[src/rtl/rdma_pkg.sv]
package rdma_pkg;

    localparam int NDIR  = 2;   // ring count: transmit, receive
    localparam int NCFG  = 3;   // programmable bounds per ring
    localparam int NSRC  = 4;   // maskable interrupt sources
    localparam int NSTAT = NSRC + 1;

    localparam int DIR_TX = 0;
    localparam int DIR_RX = 1;

    localparam int CFG_START = 0;
    localparam int CFG_MID   = 1;
    localparam int CFG_END   = 2;

    localparam int RIDX_W = 4;
    localparam logic [RIDX_W-1:0] RA_CTRL = 4'd0;
    localparam logic [RIDX_W-1:0] RA_STAT = 4'd1;
    localparam logic [RIDX_W-1:0] RA_MASK = 4'd2;
    localparam int RA_DIR_BASE   = 3;
    localparam int RA_DIR_STRIDE = 4;
    localparam int RA_CUR_OFS    = 3;

    localparam int ST_OVERRUN = NSRC;

    typedef enum logic [1:0] {
        SQ_IDLE  = 2'd0,
        SQ_TX_RD = 2'd1,
        SQ_RX_WR = 2'd2
    } seq_state_e;

    function automatic logic [RIDX_W-1:0] cfg_index(input int dir, input int k);
        return RIDX_W'(RA_DIR_BASE + RA_DIR_STRIDE * dir + k);
    endfunction

    function automatic logic [RIDX_W-1:0] cur_index(input int dir);
        return RIDX_W'(RA_DIR_BASE + RA_DIR_STRIDE * dir + RA_CUR_OFS);
    endfunction

endpackage

[src/rtl/rdma_ring.sv]
module rdma_ring #(
    parameter int AW   = 32,
    parameter int STEP = 4
) (
    input  logic          clk,
    input  logic          rst_n,
    input  logic          load,
    input  logic          step,
    input  logic [AW-1:0] cfg_start,
    input  logic [AW-1:0] cfg_mid,
    input  logic [AW-1:0] cfg_end,
    output logic [AW-1:0] cur,
    output logic          hit_mid,
    output logic          hit_end
);

    typedef struct packed {
        logic [AW-1:0] cur;
        logic [AW-1:0] mid;
        logic [AW-1:0] fin;
    } ring_t;

    ring_t ring_d, ring_q;
    logic  at_end;

    always_comb begin
        ring_d  = ring_q;
        at_end  = (ring_q.cur == ring_q.fin);
        hit_mid = step && (ring_q.cur == ring_q.mid);
        hit_end = step && at_end;
        if (load) begin
            ring_d.cur = cfg_start;
            ring_d.mid = cfg_mid;
            ring_d.fin = cfg_end;
        end else if (step) begin
            if (at_end) begin
                ring_d.cur = cfg_start;
                ring_d.mid = cfg_mid;
                ring_d.fin = cfg_end;
            end else begin
                ring_d.cur = ring_q.cur + AW'(STEP);
            end
        end
    end

    always_ff @(posedge clk or negedge rst_n) begin
        if (!rst_n) begin
            ring_q <= '0;
        end else begin
            ring_q <= ring_d;
        end
    end

    assign cur = ring_q.cur;

endmodule

[src/rtl/rdma_seq.sv]
module rdma_seq
    import rdma_pkg::*;
#(
    parameter int AW = 32,
    parameter int DW = 32,
    parameter int LW = 8
) (
    input  logic            clk,
    input  logic            rst_n,
    input  logic            en,
    input  logic            strobe,
    input  logic            refill,
    input  logic [LW-1:0]   rx_a,
    input  logic [LW-1:0]   rx_b,
    input  logic [AW-1:0]   tx_addr,
    input  logic [AW-1:0]   rx_addr,
    input  logic            mem_ack,
    input  logic [DW-1:0]   mem_rdata,
    output logic            mem_req,
    output logic            mem_we,
    output logic [AW-1:0]   mem_addr,
    output logic [DW-1:0]   mem_wdata,
    output logic [DW/8-1:0] mem_be,
    output logic            tx_step,
    output logic            rx_step,
    output logic            overrun,
    output logic [LW-1:0]   tx_a,
    output logic [LW-1:0]   tx_b
);

    localparam int BE_W      = DW / 8;
    localparam int LANE_BYTES = 2 * LW / 8;

    typedef struct packed {
        seq_state_e    state;
        logic [LW-1:0] rxa;
        logic [LW-1:0] rxb;
        logic [LW-1:0] txa;
        logic [LW-1:0] txb;
    } seq_t;

    seq_t seq_d, seq_q;
    logic rdata_unused;

    assign rdata_unused = ^mem_rdata[DW-1:2*LW];

    always_comb begin
        seq_d   = seq_q;
        tx_step = 1'b0;
        rx_step = 1'b0;
        overrun = 1'b0;
        unique case (seq_q.state)
            SQ_IDLE: begin
                if (strobe && en) begin
                    seq_d.rxa   = rx_a;
                    seq_d.rxb   = rx_b;
                    seq_d.state = SQ_TX_RD;
                end
            end
            SQ_TX_RD: begin
                if (mem_ack) begin
                    tx_step     = 1'b1;
                    seq_d.txa   = mem_rdata[LW-1:0];
                    seq_d.txb   = mem_rdata[2*LW-1:LW];
                    seq_d.state = SQ_RX_WR;
                end
            end
            SQ_RX_WR: begin
                if (mem_ack) begin
                    rx_step     = 1'b1;
                    seq_d.state = SQ_IDLE;
                end
            end
            default: seq_d.state = SQ_IDLE;
        endcase
        if (strobe && en && (seq_q.state != SQ_IDLE)) begin
            overrun = 1'b1;
        end
        if (refill) begin
            seq_d.txa = '1;
            seq_d.txb = '1;
        end
    end

    always_ff @(posedge clk or negedge rst_n) begin
        if (!rst_n) begin
            seq_q.state <= SQ_IDLE;
            seq_q.rxa   <= '0;
            seq_q.rxb   <= '0;
            seq_q.txa   <= '1;
            seq_q.txb   <= '1;
        end else begin
            seq_q <= seq_d;
        end
    end

    always_comb begin
        mem_req   = (seq_q.state != SQ_IDLE);
        mem_we    = (seq_q.state == SQ_RX_WR);
        mem_addr  = mem_we ? rx_addr : tx_addr;
        mem_wdata = '0;
        mem_wdata[LW-1:0]    = seq_q.rxa;
        mem_wdata[2*LW-1:LW] = seq_q.rxb;
        for (int i = 0; i < BE_W; i++) begin
            mem_be[i] = (i < LANE_BYTES);
        end
    end

    assign tx_a = seq_q.txa;
    assign tx_b = seq_q.txb;

endmodule

[src/rtl/rdma_engine.sv]
module rdma_engine
    import rdma_pkg::*;
#(
    parameter int AW = 32,
    parameter int DW = 32,
    parameter int LW = 8
) (
    input  logic              clk,
    input  logic              rst_n,
    input  logic              reg_we,
    input  logic [RIDX_W-1:0] reg_addr,
    input  logic [AW-1:0]     reg_wdata,
    output logic [AW-1:0]     reg_rdata,
    input  logic              frame_strobe,
    input  logic [LW-1:0]     rx_ch1,
    input  logic [LW-1:0]     rx_ch2,
    output logic [LW-1:0]     tx_ch1,
    output logic [LW-1:0]     tx_ch2,
    output logic              mem_req,
    output logic              mem_we,
    output logic [AW-1:0]     mem_addr,
    output logic [DW-1:0]     mem_wdata,
    output logic [DW/8-1:0]   mem_be,
    input  logic              mem_ack,
    input  logic [DW-1:0]     mem_rdata,
    output logic              irq
);

    typedef struct packed {
        logic                               en;
        logic [NSTAT-1:0]                   stat;
        logic [NSRC-1:0]                    mask;
        logic [NDIR-1:0][NCFG-1:0][AW-1:0]  cfg;
        logic                               irq;
    } eng_t;

    eng_t st_d, st_q;

    logic                     en_rise;
    logic [NDIR-1:0]          step_v;
    logic [NDIR-1:0]          hit_mid_v;
    logic [NDIR-1:0]          hit_end_v;
    logic [NDIR-1:0][AW-1:0]  cur_v;
    logic                     tx_step;
    logic                     rx_step;
    logic                     overrun;
    logic [LW-1:0]            lane_a;
    logic [LW-1:0]            lane_b;

    assign en_rise = reg_we && (reg_addr == RA_CTRL) && reg_wdata[0] && !st_q.en;
    assign step_v[DIR_TX] = tx_step;
    assign step_v[DIR_RX] = rx_step;

    for (genvar g = 0; g < NDIR; g++) begin : g_ring
        rdma_ring #(
            .AW   (AW),
            .STEP (DW / 8)
        ) u_ring (
            .clk       (clk),
            .rst_n     (rst_n),
            .load      (en_rise),
            .step      (step_v[g]),
            .cfg_start (st_q.cfg[g][CFG_START]),
            .cfg_mid   (st_q.cfg[g][CFG_MID]),
            .cfg_end   (st_q.cfg[g][CFG_END]),
            .cur       (cur_v[g]),
            .hit_mid   (hit_mid_v[g]),
            .hit_end   (hit_end_v[g])
        );
    end

    rdma_seq #(
        .AW (AW),
        .DW (DW),
        .LW (LW)
    ) u_seq (
        .clk       (clk),
        .rst_n     (rst_n),
        .en        (st_q.en),
        .strobe    (frame_strobe),
        .refill    (en_rise),
        .rx_a      (rx_ch1),
        .rx_b      (rx_ch2),
        .tx_addr   (cur_v[DIR_TX]),
        .rx_addr   (cur_v[DIR_RX]),
        .mem_ack   (mem_ack),
        .mem_rdata (mem_rdata),
        .mem_req   (mem_req),
        .mem_we    (mem_we),
        .mem_addr  (mem_addr),
        .mem_wdata (mem_wdata),
        .mem_be    (mem_be),
        .tx_step   (tx_step),
        .rx_step   (rx_step),
        .overrun   (overrun),
        .tx_a      (lane_a),
        .tx_b      (lane_b)
    );

    always_comb begin
        st_d = st_q;
        if (reg_we) begin
            if (reg_addr == RA_CTRL) begin
                st_d.en = reg_wdata[0];
            end
            if (reg_addr == RA_STAT) begin
                st_d.stat = st_q.stat & ~reg_wdata[NSTAT-1:0];
            end
            if (reg_addr == RA_MASK) begin
                st_d.mask = reg_wdata[NSRC-1:0];
            end
            for (int d = 0; d < NDIR; d++) begin
                for (int k = 0; k < NCFG; k++) begin
                    if (reg_addr == cfg_index(d, k)) begin
                        st_d.cfg[d][k] = reg_wdata;
                    end
                end
            end
        end
        for (int d = 0; d < NDIR; d++) begin
            if (hit_mid_v[d]) st_d.stat[2*d]     = 1'b1;
            if (hit_end_v[d]) st_d.stat[2*d + 1] = 1'b1;
        end
        if (overrun) st_d.stat[ST_OVERRUN] = 1'b1;
        st_d.irq = |(st_q.stat[NSRC-1:0] & st_q.mask);
    end

    always_ff @(posedge clk or negedge rst_n) begin
        if (!rst_n) begin
            st_q <= '0;
        end else begin
            st_q <= st_d;
        end
    end

    always_comb begin
        reg_rdata = '0;
        if (reg_addr == RA_CTRL) reg_rdata[0] = st_q.en;
        if (reg_addr == RA_STAT) reg_rdata[NSTAT-1:0] = st_q.stat;
        if (reg_addr == RA_MASK) reg_rdata[NSRC-1:0] = st_q.mask;
        for (int d = 0; d < NDIR; d++) begin
            for (int k = 0; k < NCFG; k++) begin
                if (reg_addr == cfg_index(d, k)) reg_rdata = st_q.cfg[d][k];
            end
            if (reg_addr == cur_index(d)) reg_rdata = cur_v[d];
        end
    end

    assign tx_ch1 = st_q.en ? lane_a : '1;
    assign tx_ch2 = st_q.en ? lane_b : '1;
    assign irq    = st_q.irq;

endmodule

[config.mk]
export PLATFORM = sky130hd
export DESIGN_NAME = rdma_engine
export DESIGN_NICKNAME = d
export VERILOG_FILES = /design/src/rtl/rdma_pkg.sv /design/src/rtl/rdma_ring.sv /design/src/rtl/rdma_seq.sv /design/src/rtl/rdma_engine.sv
export SDC_FILE = /design/constraint.sdc
export NUM_CORES = 1
export LEC_CHECK = 0
export ABC_AREA = 1
export BUFFER_PORTS_ARGS = -buffer_cell sky130_fd_sc_hd__buf_2
export CAP_MARGIN = 20
export CORE_MARGIN = 3
export CORE_UTILIZATION = 35
export DETAILED_ROUTE_END_ITERATION = 10
export SETUP_SLACK_MARGIN = 0.02
export SLEW_MARGIN = 20
export SYNTH_ARGS = -nofsm -noshare
export SYNTH_HDL_FRONTEND = slang
export SYNTH_SLANG_ARGS = --single-unit
export TNS_END_PERCENT = 10
[constraint.sdc]
create_clock -name clk -period 1.8 [get_ports clk]
set_clock_uncertainty 0.1 [all_clocks]
set_input_delay 0 -clock clk [delete_from_list [all_inputs] [get_ports clk]]
set_output_delay 0 -clock clk [all_outputs]
set_load 0.01 [all_outputs]
==> results.tsv, run 1 <==
metric	value	unit
rsz0062_at_grt	true	
yosys.cell_types.count	41	
via_per_inst	5.18	
dp_hpwl	63.5	mm
path_buf_inv	6	
layout_commonest_cell	nand2_1	
seq_power_share	37.2	%
syn_avg_cell_area	7.52	µm²
multi_input_area	11200	µm²
worstMarginPinSlew	529	ps
path_class	flop to output pin	
dr_wl_met2	38.5	mm
max_stage_delay	360	ps
fillers	6258	
max_cap_violations	0	
cpLargestDelayFamily	buffers and inverters	
cts_tree	yes	
p_leak	15.3	nW
vias	22800	
clkLatencyLatePin	620	ps
drt_wl_total	88.6	mm
initial_core_util	35.4	%
syn_inst	3044	
setup_slack	-353	ps
wl_met3	8.37	mm
cts-root-buf	clkbuf_16	
dr.pass1.iters	6	
status	finished with violations	
die_h	262	µm
die_x	262	µm
ys.flop_type	dfrtp_1	
tns	-47980	ps
worstHoldPathType	input pin to flop	
internal_power	22.8	mW
ios	208	
pre_cts_slack	-191	ps
grt_pass1_wl	133	mm
post-place-cells	4184	
cts_buffers	47	
track_usage	25.5	%
wl_met1	38.7	mm
worstPathRequired	1700	ps
comb_power_share	34.0	%
mostFrequentLayoutCells	nand2_1 (1069), dfrtp_1 (410), buf_4 (296)	
violations	setup timing	
holdWs	40.8	ps
finalCritPeriodShare	120	%
routedWlPerCell	20.1	µm
fin_crit	2150	ps
power.switching	12.6	mW
cp_max_fo	4	
antenna_found_initial	1	
seq_area	10800	µm²
stdcell_count	4405	
grt_max_degree	86	
fin_nets	3604	
synth_edf_count	0	
hold_viol_final	0	
core_area	64600	µm²
grt_pass1_vias	21600	
p_sw_share	35.7	%
synth-async-reset-ratio	100	%
arrival	2050	ps
setup_viol	274	
start_kind	flop	
synth_seq_cells	429	
clock_path_buffers	3	
slew_headroom	64.7	%
ys_seq_area_share	47.0	%
synth_area	22900	µm²
area_growth	35.0	%
htree_levels	2	
p_total	35.4	mW
clkSinkCount	429	
cp-end-kind	output pin	
top_layer	met5	
maxSlewViolCount	0	
grt.overflow.total	0	
timing.fmax	464	MHz
drive_gt1_share	25.8	%
slowest_stage	dfrtp_1	
ff2ff_setup_slack	-290	ps
clockPowerShare	28.8	%
place_congestion	0.967	
ff2ff_path_depth	12	
drc	0	
yosysWarnings	0	
worst-path-stages	8	
p_per_area	1150	nW/µm²
antenna_left	0	
path_cells	inv_2, buf_6, nor2_4, buf_4, inv_2, buf_4, o21ai_4, buf_6	
port_buffers	171	
drt_iter0_drc	2521	
hold_path_depth	4	
cts.clk_slew.worst_paths	60	ps
rows	93	
die-area	68500	µm²
vdd_drop_max	0.000782	V
insertedDiodeCount	0	
## path summary, 6_finish.rpt
path | from | end
min | mem_rdata[2] | u_seq.tx_a[2]
max in group asynchronous | rst_n | st_q[63]
min reg2reg | st_q[158] | st_q[158]
min in group asynchronous | rst_n | g_ring[1].u_ring.ring_q[38]
max reg2reg | u_seq.seq_q[33] | st_q[199]
max | u_seq.seq_q[33] | mem_addr[16]
## power groups by stage
stage | Clock [mW] | Sequential (mW) | Combinational, mW
finish | 10.2 | 13.2 | 12.0
global route | 10.7 | 13.4 | 12.9
CTS | 10.4 | 13.1 | 11.2
detailed placement | 0 | 13.2 | 9.92
global placement | 0 | 13.2 | 9.81
floorplan | 0 | 12.6 | 5.89
## cells by family (layout without fill, tap and decap cells)
| logic type | after synthesis | after routing | synth area share [%] |
|---|---|---|---|
| mux | 16 | 16 | 0.787 |
| fa+ha+maj | 2 | 2 | 0.109 |
| flops | 429 | 429 | 47.0 |
| buf+inv | 421 | 909 | 8.48 |
| xor+xnor | 120 | 120 | 4.59 |
| simple gates | 1723 | 1723 | 31.4 |
| compound gates | 331 | 331 | 7.56 |
| other cells | 2 | 20 | 0.0328 |
## what timing repair did
action,4_1_cts,5_1_grt
hold endpoints to repair,667,0
pin swaps,31,59
buffers inserted,40,25
resized for setup,226,161
hold buffers,73,0
cloned,2,2
endpoints found under the setup margin,277,294
## state kept, by name, summed over array words and instances, names as in the netlist
signal                flops
st_q                    202
irq                       1
g_ring.u_ring.cur        64
u_seq.mem_wdata          16
g_ring.u_ring.ring_q    128
u_seq.tx_b                8
u_seq.tx_a                8
u_seq.seq_q               2
## worst register-to-register path, cell delays in order, from the launching register on
cell and delay, ps:
dfrtp_1 360, inv_2 50, buf_6 110, nor2_4 160, buf_4 150, inv_2 40
buf_4 140, nor2_1 210, buf_4 180, nand4_1 70, nor2_1 120, nand3_1 120
o21ai_0 190
## routing by layer
metal / track usage (%) / vias to the layer above
met2: 38.5 / 1038
met3: 4.98 / 149
met1: 36.6 / 11000
met5: 0 / -
met4: 8.44 / 2
li1: - / 10600
## area by class of cell
type | instances | share of cell area (%)
multi-input cells | 2212 | 36.3
flip-flops and latches | 429 | 34.8
repair buffers | 635 | 17.9
clock buffers | 72 | 4.44
well taps | 855 | 3.46
inverters | 188 | 2.35
clock inverters | 14 | 0.689
## per-stage QoR
stage | util, % | cell area [µm²]
floorplan | - | 23000
global placement | 41.3 | 26700
detailed placement | 41.3 | 26700
CTS | 46.7 | 30200
global route | 47.8 | 30900
finish | 47.8 | 30900
## synthesized netlist by cell type (6+ instances only)
master	number	share of area, %
a21oi_1	24	0.52
buf_2	96	2.1
buf_4	45	1.5
buf_6	6	0.30
clkbuf_1	78	1.3
dfrtp_1	413	45
dfstp_2	16	1.8
inv_1	176	2.9
inv_2	11	0.18
mux2_2	16	0.79
nand2_1	1127	18
nand3_1	302	6.6
nand3b_1	6	0.20
nand4_1	74	2.0
nor2_1	167	2.7
nor2_2	6	0.16
nor4_1	6	0.16
o2111ai_1	9	0.34
o21ai_0	273	6.0
o21ai_1	13	0.28
o22ai_1	6	0.16
or2_2	20	0.55
xnor2_1	79	3.0
xor2_1	41	1.6
No activity file was read; power rests on OpenSTA's default activity.
==> inputs of run 2 (changes only) <==
--- a/config.mk
+++ b/config.mk
@@ -8,10 +8,8 @@
 export ABC_AREA = 1
 export BUFFER_PORTS_ARGS = -buffer_cell sky130_fd_sc_hd__buf_2
 export CAP_MARGIN = 20
-export CORE_MARGIN = 3
 export CORE_UTILIZATION = 35
 export DETAILED_ROUTE_END_ITERATION = 10
-export SETUP_SLACK_MARGIN = 0.02
 export SLEW_MARGIN = 20
 export SYNTH_ARGS = -nofsm -noshare
 export SYNTH_HDL_FRONTEND = slang
==> run 2 against run 1 <==
Against the previous run: the flow still finishes with violations (setup timing); sequential share of layout area rose by 0.33 points; via count fell by 0.92%; final cell count fell by 1.0%; total power rose by 0.79%; sequential cell count did not move; global-route usage rose by 0.58 points; setup slack got worse by 14 ps; critical path type unchanged.
==> results.tsv, run 2 (same netlist as run 1, synthesis figures left out) <==
metric	value	unit
status	finished with violations	
violations	setup timing	
multi_input_area	11300	µm²
initial_core_util	35.4	%
start_kind	flop	
p_total	35.7	mW
cts_buffers	48	
maxSlewViolCount	0	
timing.fmax	461	MHz
track_usage	26.1	%
rr_startpoint	g_ring[1].u_ring.ring_q[18]	
worstHoldPathType	input pin to asynchronous set/reset pin	
tns	-39430	ps
grt_pass1_vias	21700	
core_area	64600	µm²
antenna_found_initial	4	
rows	93	
max_stage_delay	390	ps
drt_wl_total	87.9	mm
grt_max_degree	73	
worstPathRequired	1700	ps
ff2ff_path_depth	10	
antenna_left	0	
cp_max_fo	8	
p_leak	15.1	nW
stdcell_count	4360	
place_congestion	1.01	
drc	0	
worst_path_most_repeated_cell	buf_6	
setup_viol	260	
path_cells	inv_2, buf_6, nor2_4, buf_8, buf_12, buf_16, o21ai_2, buf_6, buf_2	
htree_levels	2	
clkLatencyLatePin	590	ps
ios	208	
largest_reg_flops	202	
dr.pass1.iters	8	
setup_slack	-368	ps
placed_area	26400	µm²
top_register	st_q	
seq_area	10800	µm²
vias	22600	
mostFrequentLayoutCells	nand2_1 (1080), dfrtp_1 (404), nand3_1 (275)	
ff2ff_setup_slack	-220	ps
via_per_inst	5.19	
clkSinkCount	429	
arrival	2070	ps
hold_viol_final	0	
cp-end-kind	output pin	
fin_nets	3557	
dp_hpwl	62.3	mm
fillers	6225	
slew_headroom	64.1	%
slowest_stage	dfrtp_1	
grt.overflow.total	0	
port_buffers	171	
post-place-cells	4162	
postLayoutCoreUtil	47.4	%
worstMarginPinSlew	537	ps
finalCritPeriodShare	120	%
max_cap_violations	0	
clock_path_buffers	3	
layout_commonest_cell	nand2_1	
drt_iter0_drc	2424	
path_class	flop to output pin	
rr_endpoint	g_ring[1].u_ring.cur[13]	
area_growth	33.8	%
p_per_area	1170	nW/µm²
grt_pass1_wl	132	mm
cts.clk_slew.worst_paths	60	ps
die_h	258	µm
drive_gt1_share	25.0	%
routedWlPerCell	20.2	µm
fin_crit	2170	ps
cts-root-buf	clkbuf_16	
cts_tree	yes	
final_area	30600	µm²
die-area	66400	µm²
vdd_drop_max	0.000848	V
die_x	258	µm
rsz0062_at_grt	true	
[run 2: changes by cell type in the layout (fill, tap and decap cells not counted), moves of 8 or more]
cell	delta
buf_6	-22
nand2_1	+11
buf_2	+9
nand2_2	-11
o21ai_1	-8
nand3_2	+13
nand3_1	-14
buf_4	-34
[run 2: worst max path at each step]
stage               depth (start not counted)  slack [ps]                       end                        start
finish                                      9        -370               mem_addr[7]              u_seq.seq_q[33]
global route                                8        -390             reg_rdata[15]                     st_q[48]
CTS                                        10        -400               mem_addr[6]              u_seq.seq_q[33]
detailed placement                         10        -260  g_ring[1].u_ring.cur[13]  g_ring[1].u_ring.ring_q[18]
global placement                           13        -240  g_ring[0].u_ring.cur[30]     g_ring[0].u_ring.cur[25]
floorplan                                  12          30  g_ring[0].u_ring.cur[30]      g_ring[0].u_ring.cur[3]
[run 2: layout make-up]
type	count	share of cell area (%)
Multi-Input combinational cell	2212	36.9
Clock buffer	68	4.57
Timing Repair Buffer	587	16.6
Antenna cell	1	0.00817
Clock inverter	20	0.887
Sequential cell	429	35.2
Inverter	188	2.36
Tap cell	855	3.49
[run 2: worst max-delay path, delay by kind of cell, from the launching register on]
family                 cells  cell delay, ps
flip-flops                 1             390
buffers and inverters      7             860
AND/OR/NAND/NOR            1              40
AO/OA/AOI/OAI              1             180
[run 2: through the flow]
stage / worst slack, ps / hold slack, ps
6_report: -368 / 37.2
5_1_grt: -393 / 54.2
2_1_floorplan: 33.2 / -396
3_3_place_gp: -235 / -153
3_5_place_dp: -264 / -148
4_1_cts: -404 / 27.6
[run 2: report_power, final]
| group | leakage, nW | switching (mW) | internal [mW] | total [mW] |
|---|---|---|---|---|
| Sequential | 5.57 | 1.58 | 11.6 | 13.2 |
| Clock | 0.825 | 4.30 | 6.28 | 10.6 |
| Combinational | 8.76 | 6.80 | 5.07 | 11.9 |
| Total | 15.1 | 12.7 | 23.0 | 35.7 |
[run 2: repair_timing]
item                                   CTS  global route
resized for setup                      227           144
setup buffers                           26            16
endpoints found under the hold margin  669             0
gates cloned                             4             2
pin swaps                               23            37
hold buffers                            71             0
setup endpoints to repair              261           294
[run 2: per-layer routing]
metal	vias to the layer above	global-route usage (%)	share of wire [%]
met5	-	0	0.031
met3	192	6.54	10
met2	1098	38.4	43
li1	10500	-	-
met1	10800	36.2	43
met4	4	11.1	4.2
